`src/rtl/acc16_pkg.sv`:
```
package acc16_pkg;

    typedef enum logic [2:0] {
        S_FETCH,
        S_DECODE,
        S_EXEC,
        S_LOAD,
        S_INWAIT
    } state_t;

    typedef enum logic [1:0] {
        DST_REG,
        DST_AC,
        DST_PC
    } load_dst_t;

    typedef enum logic [2:0] {
        F_AND,
        F_OR,
        F_ADD,
        F_SUB,
        F_XOR,
        F_NOT,
        F_DEC,
        F_INC
    } alu_fn_t;

    localparam logic [3:0] OPC_SYS   = 4'h0;
    localparam logic [3:0] OPC_SET   = 4'h1;
    localparam logic [3:0] OPC_GET   = 4'h2;
    localparam logic [3:0] OPC_PUT   = 4'h3;
    localparam logic [3:0] OPC_LDI   = 4'h4;
    localparam logic [3:0] OPC_STI   = 4'h5;
    localparam logic [3:0] OPC_POP   = 4'h6;
    localparam logic [3:0] OPC_PUSH  = 4'h7;
    localparam logic [3:0] OPC_AND   = 4'h8;
    localparam logic [3:0] OPC_OR    = 4'h9;
    localparam logic [3:0] OPC_ADD   = 4'hA;
    localparam logic [3:0] OPC_SUB   = 4'hB;
    localparam logic [3:0] OPC_NOT   = 4'hC;
    localparam logic [3:0] OPC_DEC   = 4'hD;
    localparam logic [3:0] OPC_INC   = 4'hE;
    localparam logic [3:0] OPC_XOR   = 4'hF;

    localparam logic [3:0] SYS_JMP   = 4'h7;
    localparam logic [3:0] SYS_CALL  = 4'h8;
    localparam logic [3:0] SYS_RET   = 4'h9;
    localparam logic [3:0] SYS_ADDI  = 4'hA;
    localparam logic [3:0] SYS_SUBI  = 4'hB;
    localparam logic [3:0] SYS_OUT   = 4'hC;
    localparam logic [3:0] SYS_IN    = 4'hD;
    localparam logic [3:0] SYS_IDXJ  = 4'hE;
    localparam logic [3:0] SYS_NOP   = 4'hF;

endpackage

```
`src/rtl/acc16_alu.sv`:
```
module acc16_alu
    import acc16_pkg::*;
#(
    parameter int W = 16
) (
    input  logic [W-1:0] a,
    input  logic [W-1:0] b,
    input  alu_fn_t      fn,
    output logic [W-1:0] y
);
    always_comb begin
        unique case (fn)
            F_AND:   y = a & b;
            F_OR:    y = a | b;
            F_ADD:   y = a + b;
            F_SUB:   y = a - b;
            F_XOR:   y = a ^ b;
            F_NOT:   y = ~b;
            F_DEC:   y = b - W'(1);
            F_INC:   y = b + W'(1);
            default: y = b;
        endcase
    end
endmodule

```
`src/rtl/acc16_cond.sv`:
```
module acc16_cond #(
    parameter int W = 16
) (
    input  logic [W-1:0] acc,
    input  logic [2:0]   sel,
    output logic         take
);
    logic is_zero;
    logic is_neg;

    assign is_zero = (acc == '0);
    assign is_neg  = acc[W-1];

    always_comb begin
        unique case (sel)
            3'd0:    take = 1'b1;
            3'd1:    take = !is_neg && !is_zero;
            3'd2:    take = is_neg;
            3'd3:    take = !is_neg;
            3'd4:    take = is_neg || is_zero;
            3'd5:    take = !is_zero;
            3'd6:    take = is_zero;
            default: take = 1'b0;
        endcase
    end
endmodule

```
`src/rtl/acc16_regfile.sv`:
```
module acc16_regfile #(
    parameter int          W         = 16,
    parameter int          NREG      = 16,
    parameter logic [15:0] STACK_TOP = 16'h0200
) (
    input  logic                    clk,
    input  logic                    rst_n,
    input  logic [$clog2(NREG)-1:0] rd_sel,
    output logic [W-1:0]            rd_data,
    output logic [W-1:0]            acc,
    input  logic                    we,
    input  logic [$clog2(NREG)-1:0] wsel,
    input  logic [W-1:0]            wdata
);
    localparam int AW = $clog2(NREG);

    logic [W-1:0] regs [NREG];

    always_ff @(posedge clk or negedge rst_n) begin
        if (!rst_n) begin
            for (int i = 0; i < NREG; i++) begin
                regs[i] <= (i == NREG - 1) ? W'(STACK_TOP) : '0;
            end
        end else if (we) begin
            for (int i = 0; i < NREG; i++) begin
                if (wsel == AW'(i)) regs[i] <= wdata;
            end
        end
    end

    assign rd_data = regs[rd_sel];
    assign acc     = regs[0];
endmodule

```
`src/rtl/acc16_core.sv`:
```
module acc16_core
    import acc16_pkg::*;
#(
    parameter logic [15:0] STACK_TOP = 16'h0200
) (
    input  logic        clk,
    input  logic        rst_n,
    output logic [15:0] mem_addr,
    output logic        mem_rd,
    output logic        mem_wr,
    output logic [15:0] mem_wdata,
    input  logic [15:0] mem_rdata,
    output logic        out_valid,
    output logic [7:0]  out_data,
    output logic        in_req,
    output logic [7:0]  in_port,
    input  logic        in_done
);
    localparam int W    = 16;
    localparam int NREG = 16;
    localparam int AW   = $clog2(NREG);
    localparam int PW   = W / 2;
    localparam logic [AW-1:0] SP_IDX = AW'(NREG - 1);

    state_t       state, nxt;
    load_dst_t    dst, dst_nxt;
    logic [W-1:0] pc, pc_nxt;
    logic [W-1:0] ir;

    logic [3:0]    opc;
    logic [AW-1:0] rn;
    logic [PW-1:0] pay;
    logic [W-1:0]  pay_ext;

    logic [AW-1:0] rsel;
    logic [W-1:0]  rval;
    logic [W-1:0]  acc;
    logic          rf_we;
    logic [AW-1:0] rf_wsel;
    logic [W-1:0]  rf_wdata;

    alu_fn_t       fn;
    logic [W-1:0]  alu_b;
    logic [W-1:0]  alu_y;
    logic          take;

    assign opc     = ir[15:12];
    assign rn      = ir[11:8];
    assign pay     = ir[7:0];
    assign pay_ext = {{(W-PW){1'b0}}, pay};
    assign rsel    = (opc == OPC_SYS) ? SP_IDX : rn;

    acc16_regfile #(.W(W), .NREG(NREG), .STACK_TOP(STACK_TOP)) u_rf (
        .clk     (clk),
        .rst_n   (rst_n),
        .rd_sel  (rsel),
        .rd_data (rval),
        .acc     (acc),
        .we      (rf_we),
        .wsel    (rf_wsel),
        .wdata   (rf_wdata)
    );

    acc16_alu #(.W(W)) u_alu (
        .a  (acc),
        .b  (alu_b),
        .fn (fn),
        .y  (alu_y)
    );

    acc16_cond #(.W(W)) u_cond (
        .acc  (acc),
        .sel  (rn[2:0]),
        .take (take)
    );

    // State register process
    always_ff @(posedge clk or negedge rst_n) begin
        if (!rst_n) begin
            state <= S_FETCH;
            pc    <= '0;
            ir    <= '0;
            dst   <= DST_REG;
        end else begin
            state <= nxt;
            pc    <= pc_nxt;
            dst   <= dst_nxt;
            if (state == S_DECODE) ir <= mem_rdata;
        end
    end

    // Output and next-state process
    always_comb begin
        nxt       = state;
        pc_nxt    = pc;
        dst_nxt   = dst;
        mem_addr  = pc;
        mem_rd    = 1'b0;
        mem_wr    = 1'b0;
        mem_wdata = acc;
        rf_we     = 1'b0;
        rf_wsel   = '0;
        rf_wdata  = alu_y;
        fn        = F_ADD;
        alu_b     = rval;
        out_valid = 1'b0;
        in_req    = 1'b0;

        unique case (state)
            S_FETCH: begin
                mem_rd = 1'b1;
                nxt    = S_DECODE;
            end
            S_DECODE: begin
                pc_nxt = pc + W'(1);
                nxt    = S_EXEC;
            end
            S_EXEC: begin
                nxt = S_FETCH;
                unique case (opc)
                    OPC_SET: begin
                        mem_rd  = 1'b1;
                        pc_nxt  = pc + W'(1);
                        dst_nxt = DST_REG;
                        nxt     = S_LOAD;
                    end
                    OPC_GET: begin
                        rf_we    = 1'b1;
                        rf_wdata = rval;
                    end
                    OPC_PUT: begin
                        rf_we    = 1'b1;
                        rf_wsel  = rn;
                        rf_wdata = acc;
                    end
                    OPC_LDI: begin
                        mem_rd   = 1'b1;
                        mem_addr = rval;
                        dst_nxt  = DST_AC;
                        nxt      = S_LOAD;
                    end
                    OPC_STI: begin
                        mem_wr   = 1'b1;
                        mem_addr = rval;
                    end
                    OPC_POP: begin
                        mem_rd   = 1'b1;
                        mem_addr = rval;
                        fn       = F_INC;
                        rf_we    = 1'b1;
                        rf_wsel  = rn;
                        dst_nxt  = DST_AC;
                        nxt      = S_LOAD;
                    end
                    OPC_PUSH: begin
                        fn       = F_DEC;
                        mem_wr   = 1'b1;
                        mem_addr = alu_y;
                        rf_we    = 1'b1;
                        rf_wsel  = rn;
                    end
                    OPC_AND, OPC_OR, OPC_ADD, OPC_SUB, OPC_XOR: begin
                        unique case (opc)
                            OPC_AND: fn = F_AND;
                            OPC_OR:  fn = F_OR;
                            OPC_ADD: fn = F_ADD;
                            OPC_SUB: fn = F_SUB;
                            default: fn = F_XOR;
                        endcase
                        rf_we = 1'b1;
                    end
                    OPC_NOT, OPC_DEC, OPC_INC: begin
                        unique case (opc)
                            OPC_NOT: fn = F_NOT;
                            OPC_DEC: fn = F_DEC;
                            default: fn = F_INC;
                        endcase
                        rf_we   = 1'b1;
                        rf_wsel = rn;
                    end
                    default: begin
                        unique case (rn)
                            4'h0, 4'h1, 4'h2, 4'h3, 4'h4, 4'h5, 4'h6: begin
                                if (take) pc_nxt = {pc[W-1:PW], pay};
                            end
                            SYS_JMP: begin
                                mem_rd  = 1'b1;
                                dst_nxt = DST_PC;
                                nxt     = S_LOAD;
                            end
                            SYS_CALL: begin
                                fn        = F_DEC;
                                mem_wr    = 1'b1;
                                mem_addr  = alu_y;
                                mem_wdata = pc;
                                rf_we     = 1'b1;
                                rf_wsel   = SP_IDX;
                                pc_nxt    = pay_ext;
                            end
                            SYS_RET: begin
                                mem_rd   = 1'b1;
                                mem_addr = rval;
                                fn       = F_INC;
                                rf_we    = 1'b1;
                                rf_wsel  = SP_IDX;
                                dst_nxt  = DST_PC;
                                nxt      = S_LOAD;
                            end
                            SYS_ADDI, SYS_SUBI: begin
                                fn    = (rn == SYS_ADDI) ? F_ADD : F_SUB;
                                alu_b = pay_ext;
                                rf_we = 1'b1;
                            end
                            SYS_OUT: begin
                                out_valid = 1'b1;
                            end
                            SYS_IN: begin
                                nxt = S_INWAIT;
                            end
                            SYS_IDXJ: begin
                                pc_nxt   = acc;
                                mem_rd   = 1'b1;
                                mem_addr = acc;
                                dst_nxt  = DST_AC;
                                nxt      = S_LOAD;
                            end
                            default: begin
                            end
                        endcase
                    end
                endcase
            end
            S_LOAD: begin
                nxt = S_FETCH;
                unique case (dst)
                    DST_PC: pc_nxt = mem_rdata;
                    DST_AC: begin
                        rf_we    = 1'b1;
                        rf_wdata = mem_rdata;
                    end
                    default: begin
                        rf_we    = 1'b1;
                        rf_wsel  = rn;
                        rf_wdata = mem_rdata;
                    end
                endcase
            end
            S_INWAIT: begin
                in_req = 1'b1;
                if (in_done) nxt = S_FETCH;
            end
            default: nxt = S_FETCH;
        endcase
    end

    assign out_data = acc[7:0];
    assign in_port  = pay;

    // the memory port never reads and writes in one cycle
    a_r14_one_access: assert property (@(posedge clk) disable iff (!rst_n)
        !(mem_rd && mem_wr));

    // PC advances by one after every fetch
    a_r1_pc_step: assert property (@(posedge clk) disable iff (!rst_n)
        (state == S_DECODE) |=> (pc == $past(pc) + W'(1)));

    // a call lands on its zero-extended payload
    a_r9_call_target: assert property (@(posedge clk) disable iff (!rst_n)
        (state == S_EXEC && opc == OPC_SYS && rn == SYS_CALL)
        |=> (state == S_FETCH && pc == {{(W-PW){1'b0}}, $past(ir[7:0])}));

    // the character strobe is a single-cycle pulse
    a_r11_out_pulse: assert property (@(posedge clk) disable iff (!rst_n)
        out_valid |=> !out_valid);

    // the input request stays up until it is answered
    a_r14_in_hold: assert property (@(posedge clk) disable iff (!rst_n)
        (in_req && !in_done) |=> in_req);

endmodule

```
`config.mk`:
```
export PLATFORM = sky130hd
export DESIGN_NAME = acc16_core
export DESIGN_NICKNAME = d
export VERILOG_FILES = /design/src/rtl/acc16_pkg.sv /design/src/rtl/acc16_alu.sv /design/src/rtl/acc16_cond.sv /design/src/rtl/acc16_regfile.sv /design/src/rtl/acc16_core.sv
export SDC_FILE = /design/constraint.sdc
export NUM_CORES = 1
export LEC_CHECK = 0
export ABC_CLOCK_PERIOD_IN_PS = 6650
export BUFFER_PORTS_ARGS = -buffer_cell sky130_fd_sc_hd__buf_2
export CORE_MARGIN = 2
export CORE_UTILIZATION = 45
export DETAILED_ROUTE_END_ITERATION = 12
export PLACE_DENSITY = 0.58
export RECOVER_POWER = 100
export SETUP_SLACK_MARGIN = 0.2
export SYNTH_ARGS = -nofsm -noshare
export SYNTH_HDL_FRONTEND = slang
export SYNTH_SLANG_ARGS = --single-unit
```
`constraint.sdc`:
```
create_clock -name clk -period 6.65 [get_ports clk]
set_input_delay 0.3325 -clock clk [delete_from_list [all_inputs] [get_ports clk]]
set_output_delay 0.3325 -clock clk [all_outputs]
set_load 0.1 [all_outputs]
```
==> impl_metrics.xml, run 1 <==
<?xml version="1.0" encoding="UTF-8"?>
<metrics>
  <group name="sta">
    <metric name="drv_slew" unit="">221</metric>
    <metric name="timing.slew.headroom" unit="">-1.447</metric>
    <metric name="setup-violations-final" unit="">0</metric>
    <metric name="worst-slew-pin-transition" unit="ns">3.671</metric>
    <metric name="period_needed" unit="ns">6.495</metric>
    <metric name="hold_ws" unit="ns">0.03905</metric>
    <metric name="totalNegativeSetupSlack" unit="ns">0</metric>
    <metric name="grt_setup_unrepaired" unit="">false</metric>
    <metric name="fmax" unit="MHz">154.0</metric>
    <metric name="final_hold_viol_count" unit="">0</metric>
    <metric name="period_share" unit="">0.9767</metric>
    <metric name="finClkSkew" unit="ns">0.02623</metric>
  </group>
  <group name="finish">
    <metric name="area_delta_synth_final" unit="%">11.56</metric>
    <metric name="drive_gt1_frac" unit="">0.1354</metric>
    <metric name="final_cell_count_no_fill" unit="">2888</metric>
    <metric name="n_antenna_cell" unit="">0</metric>
    <metric name="nets" unit="">2402</metric>
    <metric name="finish.instance_area" unit="sq um">21610</metric>
    <metric name="filler_cell_count" unit="">4121</metric>
  </group>
  <group name="yosys">
    <metric name="synth_top_area_frac" unit="">0.3773</metric>
    <metric name="synthDominantAreaCellType" unit="">sky130_fd_sc_hd__dfrtp_1</metric>
    <metric name="synth-edff-count" unit="">0</metric>
    <metric name="synth.top_cells.by_area" unit="">sky130_fd_sc_hd__dfrtp_1 38%, sky130_fd_sc_hd__o21ai_0 7.8%, sky130_fd_sc_hd__nand2_1 6.4%</metric>
    <metric name="synth.yosys.warnings" unit="">0</metric>
    <metric name="yosys.cell_types.count" unit="">88</metric>
    <metric name="asyncSetResetFlopFracSynth" unit="">1.000</metric>
    <metric name="post_synthesis_cells" unit="">2292</metric>
    <metric name="synth.top_cells.by_count" unit="">332 x sky130_fd_sc_hd__nand2_1, 302 x sky130_fd_sc_hd__o21ai_0, 292 x sky130_fd_sc_hd__dfrtp_1, 164 x sky130_fd_sc_hd__a21oi_1, 153 x sky130_fd_sc_hd__nor2_1</metric>
    <metric name="yosys_register_bits" unit="">293</metric>
    <metric name="post_synthesis_instance_area" unit="sq um">19370</metric>
    <metric name="sequential_element_share_of_the_synthesized_area" unit="">0.3786</metric>
    <metric name="synth-main-ff-cell" unit="">sky130_fd_sc_hd__dfrtp_1</metric>
    <metric name="average_size_of_a_mapped_cell" unit="sq um">8.451</metric>
    <metric name="most_frequent_cell_after_synthesis" unit="">sky130_fd_sc_hd__nand2_1</metric>
    <metric name="synth_fp_nets" unit="">2377</metric>
  </group>
  <group name="cts">
    <metric name="tritoncts" unit="">built</metric>
    <metric name="cts.path.max_buffers" unit="">3</metric>
    <metric name="cts-htree-levels" unit="">2</metric>
    <metric name="tritoncts.num_buffers" unit="">36</metric>
    <metric name="cts_root_buffer" unit="">sky130_fd_sc_hd__clkbuf_16</metric>
    <metric name="clkLatencyLatePin" unit="ns">0.56</metric>
    <metric name="clkSlewWorstSetupHoldPaths" unit="ns">0.06</metric>
    <metric name="clock-sinks" unit="">293</metric>
  </group>
  <group name="outcome">
    <metric name="run_status" unit="">finished with violations</metric>
    <metric name="violations" unit="">max-capacitance violations, max-slew violations</metric>
  </group>
  <group name="global_routing">
    <metric name="grt_pass1_wl" unit="mm">120.5</metric>
    <metric name="grt_antenna_before_repair" unit="">0</metric>
    <metric name="grt_use_total" unit="">0.3649</metric>
    <metric name="first_global_vias" unit="">17800</metric>
    <metric name="globalRoute.totalOverflow" unit="">0</metric>
    <metric name="grt_start_max_net_pins" unit="">136</metric>
  </group>
  <group name="critical_path">
    <metric name="worstPathRequired" unit="ns">6.32</metric>
    <metric name="cp-start-kind" unit="">register</metric>
    <metric name="critical_path.cell_chain" unit="">buf_4 -&gt; nor4_4 -&gt; buf_12 -&gt; nor2_2 -&gt; buf_4 -&gt; mux2i_1 -&gt; o221ai_1 -&gt; a32o_1 -&gt; mux2i_2 -&gt; inv_1 -&gt; ha_1 -&gt; or4_1 -&gt; o21ai_0 -&gt; xor2_1 -&gt; mux2i_1 -&gt; a211oi_2 -&gt; o221ai_1 -&gt; a22o_1 -&gt; buf_2</metric>
    <metric name="worstPathMaxFanout" unit="">26</metric>
    <metric name="critical_path_buf_inv_count" unit="">5</metric>
    <metric name="crit_path_top_delay_cell" unit="">sky130_fd_sc_hd__or4_1</metric>
    <metric name="critical-path-max-stage-delay" unit="ns">0.60</metric>
    <metric name="timing_worst_setup_path_type" unit="">reg -&gt; out</metric>
    <metric name="critical_path_arrival" unit="ns">6.16</metric>
    <metric name="kind_of_cell_adding_the_most_delay_to_the_critical_path" unit="">compound AO/OA/AOI/OAI gates</metric>
    <metric name="cp-end-kind" unit="">primary output</metric>
  </group>
  <group name="placed_design">
    <metric name="place.port_buffers" unit="">70</metric>
    <metric name="placedInstanceArea" unit="sq um">20510</metric>
    <metric name="post_detailed_placement_half_perimeter_wirelength" unit="mm">57.31</metric>
    <metric name="post-place-cells" unit="">2822</metric>
    <metric name="routability_congestion_estimate_from_global_placement" unit="">1.046</metric>
  </group>
  <group name="drt">
    <metric name="finalWirelength" unit="mm">81.65</metric>
    <metric name="route.vias.total" unit="">18800</metric>
    <metric name="via_per_inst" unit="">6.511</metric>
    <metric name="detail_route.wl_per_cell" unit="microns">28.27</metric>
    <metric name="remaining_design_rule_violation_count" unit="">0</metric>
    <metric name="first_iter_violations" unit="">2122</metric>
    <metric name="drtPass1Iterations" unit="">8</metric>
    <metric name="detail-route-antenna-nets" unit="">0</metric>
  </group>
  <group name="job">
    <metric name="maxCapViolCount" unit="">3</metric>
  </group>
  <group name="floorplanning">
    <metric name="floorplan.core_area" unit="sq um">42790</metric>
    <metric name="core.rowCount" unit="">76</metric>
    <metric name="die_w" unit="microns">211.5</metric>
    <metric name="dieArea" unit="sq um">44720</metric>
    <metric name="starting_density_of_the_core" unit="">0.4526</metric>
    <metric name="die_h" unit="microns">211.5</metric>
    <metric name="ios" unit="">71</metric>
  </group>
  <group name="hold_path">
    <metric name="min_path_type" unit="">in -&gt; reg</metric>
  </group>
</metrics>
[logic make-up (layout without fill, tap and decap cells)]
group	after synthesis	in the layout	share of synthesized area
and+or+nand+nor	718	718	0.1680
AOI/OAI and AO/OA	812	812	0.2694
buffers and inverters	255	305	0.06040
muxes	132	132	0.07287
xor gates and xnor gates	16	16	0.007235
DFF	293	293	0.3786
adders and majority gates	66	66	0.04341
[metrics by stage]
stage                     utilization  worst slack [ns]
final                          0.5049            0.1549
after floorplan                     -            0.2295
after CTS                      0.5082            0.2064
after detailed placement       0.4794            0.2225
after global routing           0.5049            0.1107
after global placement         0.4794            0.3137
[cell usage in the layout (no fill, tap or decap), types with 9 or more instances in the layout]
cell type,n
sky130_fd_sc_hd__nand2_1,330
sky130_fd_sc_hd__o21ai_0,318
sky130_fd_sc_hd__dfrtp_1,289
sky130_fd_sc_hd__a21oi_1,170
sky130_fd_sc_hd__nor2_1,151
sky130_fd_sc_hd__buf_4,84
sky130_fd_sc_hd__mux2_2,71
sky130_fd_sc_hd__ha_1,64
sky130_fd_sc_hd__inv_1,62
sky130_fd_sc_hd__clkbuf_1,61
sky130_fd_sc_hd__mux2i_1,58
sky130_fd_sc_hd__nor3_1,48
sky130_fd_sc_hd__nand3_1,43
sky130_fd_sc_hd__clkbuf_16,37
sky130_fd_sc_hd__nand2b_1,28
sky130_fd_sc_hd__o221ai_1,26
sky130_fd_sc_hd__o211ai_1,23
sky130_fd_sc_hd__o21a_1,22
sky130_fd_sc_hd__a211oi_1,22
sky130_fd_sc_hd__a221oi_1,21
sky130_fd_sc_hd__buf_2,21
sky130_fd_sc_hd__and3_1,20
sky130_fd_sc_hd__nor2b_1,15
sky130_fd_sc_hd__a31oi_1,15
sky130_fd_sc_hd__o22ai_1,14
sky130_fd_sc_hd__o2bb2ai_1,14
sky130_fd_sc_hd__o31ai_1,13
sky130_fd_sc_hd__a22o_1,13
sky130_fd_sc_hd__nor3b_1,12
sky130_fd_sc_hd__a221o_1,11
sky130_fd_sc_hd__and2_1,11
sky130_fd_sc_hd__buf_12,11
sky130_fd_sc_hd__o221a_2,10
sky130_fd_sc_hd__xnor2_1,10
sky130_fd_sc_hd__clkinv_2,10
sky130_fd_sc_hd__a21boi_0,9
sky130_fd_sc_hd__a22oi_1,9
sky130_fd_sc_hd__or2_2,9
sky130_fd_sc_hd__o211a_1,9
[layer usage]
layer | GRT usage | routed length (microns) | part of all wire | vias up
met5 | 0 | 0 | 0 | -
met4 | 0.2154 | 5327 | 0.065 | 0
met3 | 0.05088 | 6176 | 0.076 | 243
met2 | 0.5774 | 37060 | 0.45 | 959
met1 | 0.4778 | 33090 | 0.41 | 9255
li1 | - | - | - | 8347
[sequential cells by signal, summed over array words and instances, names as in the netlist]
| signal | flops |
|---|---|
| u_rf.acc | 16 |
| pc | 16 |
| state | 3 |
| ir | 16 |
| u_rf.regs | 240 |
| dst | 2 |
[worst reg2reg max path: stages, from the launching register on]
cell and delay, ns:
sky130_fd_sc_hd__dfrtp_1 0.38, sky130_fd_sc_hd__buf_4 0.22, sky130_fd_sc_hd__nor4_4 0.37, sky130_fd_sc_hd__buf_12 0.25, sky130_fd_sc_hd__nor2_2 0.08, sky130_fd_sc_hd__buf_4 0.28
sky130_fd_sc_hd__mux2i_1 0.19, sky130_fd_sc_hd__o221ai_1 0.19, sky130_fd_sc_hd__a32o_1 0.49, sky130_fd_sc_hd__mux2i_2 0.39, sky130_fd_sc_hd__inv_1 0.13, sky130_fd_sc_hd__ha_1 0.24
sky130_fd_sc_hd__or4_1 0.60, sky130_fd_sc_hd__o21ai_0 0.29, sky130_fd_sc_hd__nand2_1 0.09, sky130_fd_sc_hd__a21oi_1 0.18, sky130_fd_sc_hd__xnor2_1 0.13, sky130_fd_sc_hd__a211oi_1 0.25
sky130_fd_sc_hd__buf_4 0.18, sky130_fd_sc_hd__a211o_1 0.13, sky130_fd_sc_hd__clkbuf_1 0.85, sky130_fd_sc_hd__o21ai_0 0.25
[layout make-up]
| cell class | count | area (sq um) | share of cell area |
|---|---|---|---|
| Multi-Input combinational cell | 1744 | 10950 | 0.5069 |
| Sequential cell | 293 | 7340 | 0.3397 |
| Timing Repair Buffer | 178 | 1249 | 0.05779 |
| Clock buffer | 47 | 993.5 | 0.04598 |
| Tap cell | 546 | 683.2 | 0.03162 |
| Inverter | 64 | 240.2 | 0.01112 |
| Clock inverter | 16 | 150.1 | 0.006949 |
[worst paths after layout]
| check | endpoint | slack [ns] | depth (start not counted) | start |
|---|---|---|---|---|
| max reg2reg | u_rf.regs[11] | 0.31 | 21 | ir[13] |
| max | mem_addr[8] | 0.15 | 19 | ir[13] |
| max in group asynchronous | ir[8] | 1.72 | 3 | rst_n |
| min in group asynchronous | u_rf.regs[96] | 0.36 | 2 | rst_n |
| min | state[2] | 0.04 | 3 | in_done |
| min reg2reg | u_rf.regs[84] | 0.47 | 2 | u_rf.regs[84] |
[timing repair]
item                       in CTS  in global routing
cloned                          1                  0
resized for setup              13                 11
pin swaps                       1                  2
buffers inserted                0                  1
hold buffers                    1                  0
hold endpoints to repair       90                  0
setup endpoints to repair       9                 10
Power of run 1 is not shown: default switching activity piles up to over one toggle a cycle in this logic, so the estimate is an artifact.
==> inputs of run 2 (changes only) <==
CORE_ASPECT_RATIO = 1.75   (was unset)
HOLD_SLACK_MARGIN = 0.06   (was unset)
SKIP_LAST_GASP = 1   (was unset)
==> run 2 against run 1 <==
The run still ends with max-capacitance violations, max-slew violations left. Maximum frequency up 2.6%. Critical path depth decreased by 1. Design area up 0.39%. Cell count grew 1.3%. Core utilization increased by 0.49 points. Largest cell class unchanged. Critical endpoint is now mem_addr[11]. Clock-buffer cell count down 8. Via count is 0.55% higher.
==> impl_metrics.xml, run 2 (synthesis results as in run 1) <==
<?xml version="1.0" encoding="UTF-8"?>
<metrics>
  <group name="critical_path">
    <metric name="worstReg2RegStart" unit="">ir[9]</metric>
    <metric name="regToRegEndpoint" unit="">u_rf.regs[89]</metric>
    <metric name="timing.critical_path.mode_cell" unit="">sky130_fd_sc_hd__nand2_1</metric>
    <metric name="kind_of_cell_adding_the_most_delay_to_the_critical_path" unit="">compound AO/OA/AOI/OAI gates</metric>
    <metric name="critical_path_arrival" unit="ns">6.00</metric>
    <metric name="cp-start-kind" unit="">register</metric>
    <metric name="worstPathRequired" unit="ns">6.32</metric>
    <metric name="critical_path_buf_inv_count" unit="">4</metric>
    <metric name="cp-end-kind" unit="">primary output</metric>
    <metric name="critical_path.cell_chain" unit="">buf_4 -&gt; nand2_1 -&gt; a221oi_1 -&gt; a21o_1 -&gt; o31a_1 -&gt; nand2_1 -&gt; o21ai_0 -&gt; inv_1 -&gt; ha_1 -&gt; or4_1 -&gt; clkbuf_1 -&gt; o21ai_0 -&gt; nand2_1 -&gt; a21oi_1 -&gt; xnor2_1 -&gt; a211oi_2 -&gt; o221ai_1 -&gt; buf_2</metric>
    <metric name="crit_path_top_delay_cell" unit="">sky130_fd_sc_hd__dfrtp_2</metric>
    <metric name="worstPathMaxFanout" unit="">41</metric>
    <metric name="ff2ff_path_depth" unit="">18</metric>
    <metric name="timing_worst_setup_path_type" unit="">reg -&gt; out</metric>
    <metric name="reg2reg_setup_slack" unit="ns">0.47</metric>
    <metric name="critical-path-max-stage-delay" unit="ns">0.54</metric>
  </group>
  <group name="finish">
    <metric name="multiInputGateArea" unit="sq um">10960</metric>
    <metric name="finish.instance_area" unit="sq um">21690</metric>
    <metric name="drive_gt1_frac" unit="">0.1387</metric>
    <metric name="fin_util" unit="">0.5099</metric>
    <metric name="area_delta_synth_final" unit="%">11.99</metric>
    <metric name="n_antenna_cell" unit="">0</metric>
    <metric name="nets" unit="">2431</metric>
    <metric name="sequential_cell_area" unit="sq um">7336</metric>
    <metric name="layout.cells.most_common" unit="">sky130_fd_sc_hd__nand2_1</metric>
    <metric name="final_cell_mix" unit="">330 x sky130_fd_sc_hd__nand2_1, 309 x sky130_fd_sc_hd__o21ai_0, 290 x sky130_fd_sc_hd__dfrtp_1</metric>
    <metric name="filler_cell_count" unit="">4175</metric>
    <metric name="registers.top_by_ff_count" unit="">u_rf.regs</metric>
    <metric name="largest_reg_flops" unit="">240</metric>
  </group>
  <group name="hold_path">
    <metric name="hp-start" unit="">mem_rdata[6]</metric>
    <metric name="hold-path-endpoint" unit="">ir[6]</metric>
    <metric name="hold_path_depth" unit="">2</metric>
    <metric name="min_path_type" unit="">in -&gt; reg</metric>
  </group>
  <group name="sta">
    <metric name="totalNegativeSetupSlack" unit="ns">0</metric>
    <metric name="period_share" unit="">0.9518</metric>
    <metric name="timing.final.ws_setup" unit="ns">0.3207</metric>
    <metric name="drv_slew" unit="">212</metric>
    <metric name="worst-slew-pin-transition" unit="ns">4.231</metric>
    <metric name="period_needed" unit="ns">6.329</metric>
    <metric name="setup-violations-final" unit="">0</metric>
    <metric name="fmax" unit="MHz">158.0</metric>
    <metric name="finClkSkew" unit="ns">0.01997</metric>
    <metric name="timing.slew.headroom" unit="">-1.821</metric>
    <metric name="grt_setup_unrepaired" unit="">false</metric>
    <metric name="final_hold_viol_count" unit="">0</metric>
  </group>
  <group name="global_routing">
    <metric name="grt_antenna_before_repair" unit="">1</metric>
    <metric name="first_global_vias" unit="">18660</metric>
    <metric name="grt_pass1_wl" unit="mm">127.6</metric>
    <metric name="grt_start_max_net_pins" unit="">139</metric>
    <metric name="grt_use_total" unit="">0.3883</metric>
    <metric name="globalRoute.totalOverflow" unit="">0</metric>
  </group>
  <group name="placed_design">
    <metric name="place_worst_setup_slack" unit="ns">0.3485</metric>
    <metric name="placedInstanceArea" unit="sq um">20720</metric>
    <metric name="place.port_buffers" unit="">70</metric>
    <metric name="post_detailed_placement_half_perimeter_wirelength" unit="mm">65.38</metric>
    <metric name="routability_congestion_estimate_from_global_placement" unit="">0.9944</metric>
  </group>
  <group name="drt">
    <metric name="top_signal_layer_used" unit="">met5</metric>
    <metric name="detail-route-antenna-nets" unit="">0</metric>
    <metric name="remaining_design_rule_violation_count" unit="">0</metric>
    <metric name="route.met3.wl" unit="mm">5.655</metric>
    <metric name="via_per_inst" unit="">6.462</metric>
    <metric name="route.vias.total" unit="">18910</metric>
    <metric name="routed-wl-met2" unit="mm">43.23</metric>
    <metric name="finalWirelength" unit="mm">87.85</metric>
    <metric name="detail_route.wl_per_cell" unit="microns">30.02</metric>
    <metric name="drtPass1Iterations" unit="">8</metric>
    <metric name="wirelength_met1" unit="mm">30.06</metric>
    <metric name="first_iter_violations" unit="">1868</metric>
  </group>
  <group name="cts">
    <metric name="tritoncts" unit="">built</metric>
    <metric name="clock-sinks" unit="">293</metric>
    <metric name="cts-htree-levels" unit="">1</metric>
    <metric name="clkLatencyLatePin" unit="ns">0.59</metric>
    <metric name="cts_root_buffer" unit="">sky130_fd_sc_hd__clkbuf_16</metric>
    <metric name="tritoncts.num_buffers" unit="">29</metric>
    <metric name="clkSlewWorstSetupHoldPaths" unit="ns">0.07</metric>
    <metric name="cts.path.max_buffers" unit="">3</metric>
  </group>
  <group name="floorplanning">
    <metric name="die_w" unit="microns">160.8</metric>
    <metric name="ios" unit="">71</metric>
    <metric name="die_h" unit="microns">278.4</metric>
    <metric name="starting_density_of_the_core" unit="">0.4553</metric>
    <metric name="dieArea" unit="sq um">44780</metric>
    <metric name="floorplan.core_area" unit="sq um">42540</metric>
    <metric name="core.rowCount" unit="">100</metric>
  </group>
  <group name="job">
    <metric name="maxCapViolCount" unit="">2</metric>
  </group>
  <group name="outcome">
    <metric name="violations" unit="">max-capacitance violations, max-slew violations</metric>
    <metric name="run_status" unit="">finished with violations</metric>
  </group>
</metrics>
==> run 2: cell count changes in the layout (fill, tap and decap cells not counted), moves of 3 or more <==
cell	previous run	this run
sky130_fd_sc_hd__clkbuf_16	37	29
sky130_fd_sc_hd__mux2_1	1	4
sky130_fd_sc_hd__buf_4	84	108
sky130_fd_sc_hd__buf_6	0	3
sky130_fd_sc_hd__clkinv_2	10	4
sky130_fd_sc_hd__clkbuf_1	61	65
sky130_fd_sc_hd__o21ai_1	8	17
sky130_fd_sc_hd__o21ai_0	318	309
sky130_fd_sc_hd__dlygate4sd3_1	1	5
sky130_fd_sc_hd__mux2_2	71	68
==> run 2: layout make-up <==
type | count | share of cell area
multi-input cells | 1744 | 0.5055
flip-flops and latches | 293 | 0.3382
repair buffers | 214 | 0.06962
clock buffers | 39 | 0.03749
well taps | 561 | 0.03236
inverters | 64 | 0.01108
clock inverters | 11 | 0.005768
==> run 2: per-stage QoR <==
| step | std cells | hold WS [ns] |
|---|---|---|
| detailed placement | 2866 | 0.3819 |
| floorplan | 2292 | 0.03691 |
| global route | 2926 | 0.09900 |
| global placement | 2866 | 0.3810 |
| finish | 2926 | 0.09998 |
| CTS | 2922 | 0.08478 |
==> run 2: worst max-delay path by stage <==
stage          slack (ns)   start  depth (start not counted)             end
6_report             0.32   ir[9]                         18    mem_addr[11]
4_1_cts              0.20  ir[14]                         24    mem_addr[14]
2_1_floorplan        0.23  ir[13]                         22    mem_addr[13]
3_5_place_dp         0.35  ir[13]                         20   u_rf.regs[75]
5_1_grt              0.09  ir[15]                         24    mem_addr[14]
3_3_place_gp         0.41  ir[13]                         20  u_rf.regs[123]
==> run 2: timing repair <==
action	4_1_cts	5_1_grt
setup buffers	1	4
hold buffers	5	0
gates resized for setup	11	23
hold endpoints to repair	87	0
gates cloned	0	0
setup endpoints to repair	7	10
pin swaps	1	4
==> run 2: metal layers <==
metal	global-route usage	vias up
met5	0	-
met4	0.3104	2
met3	0.06125	388
met2	0.6747	932
met1	0.4163	9213
li1	-	8372
Power of run 2 is left out for the same reason.
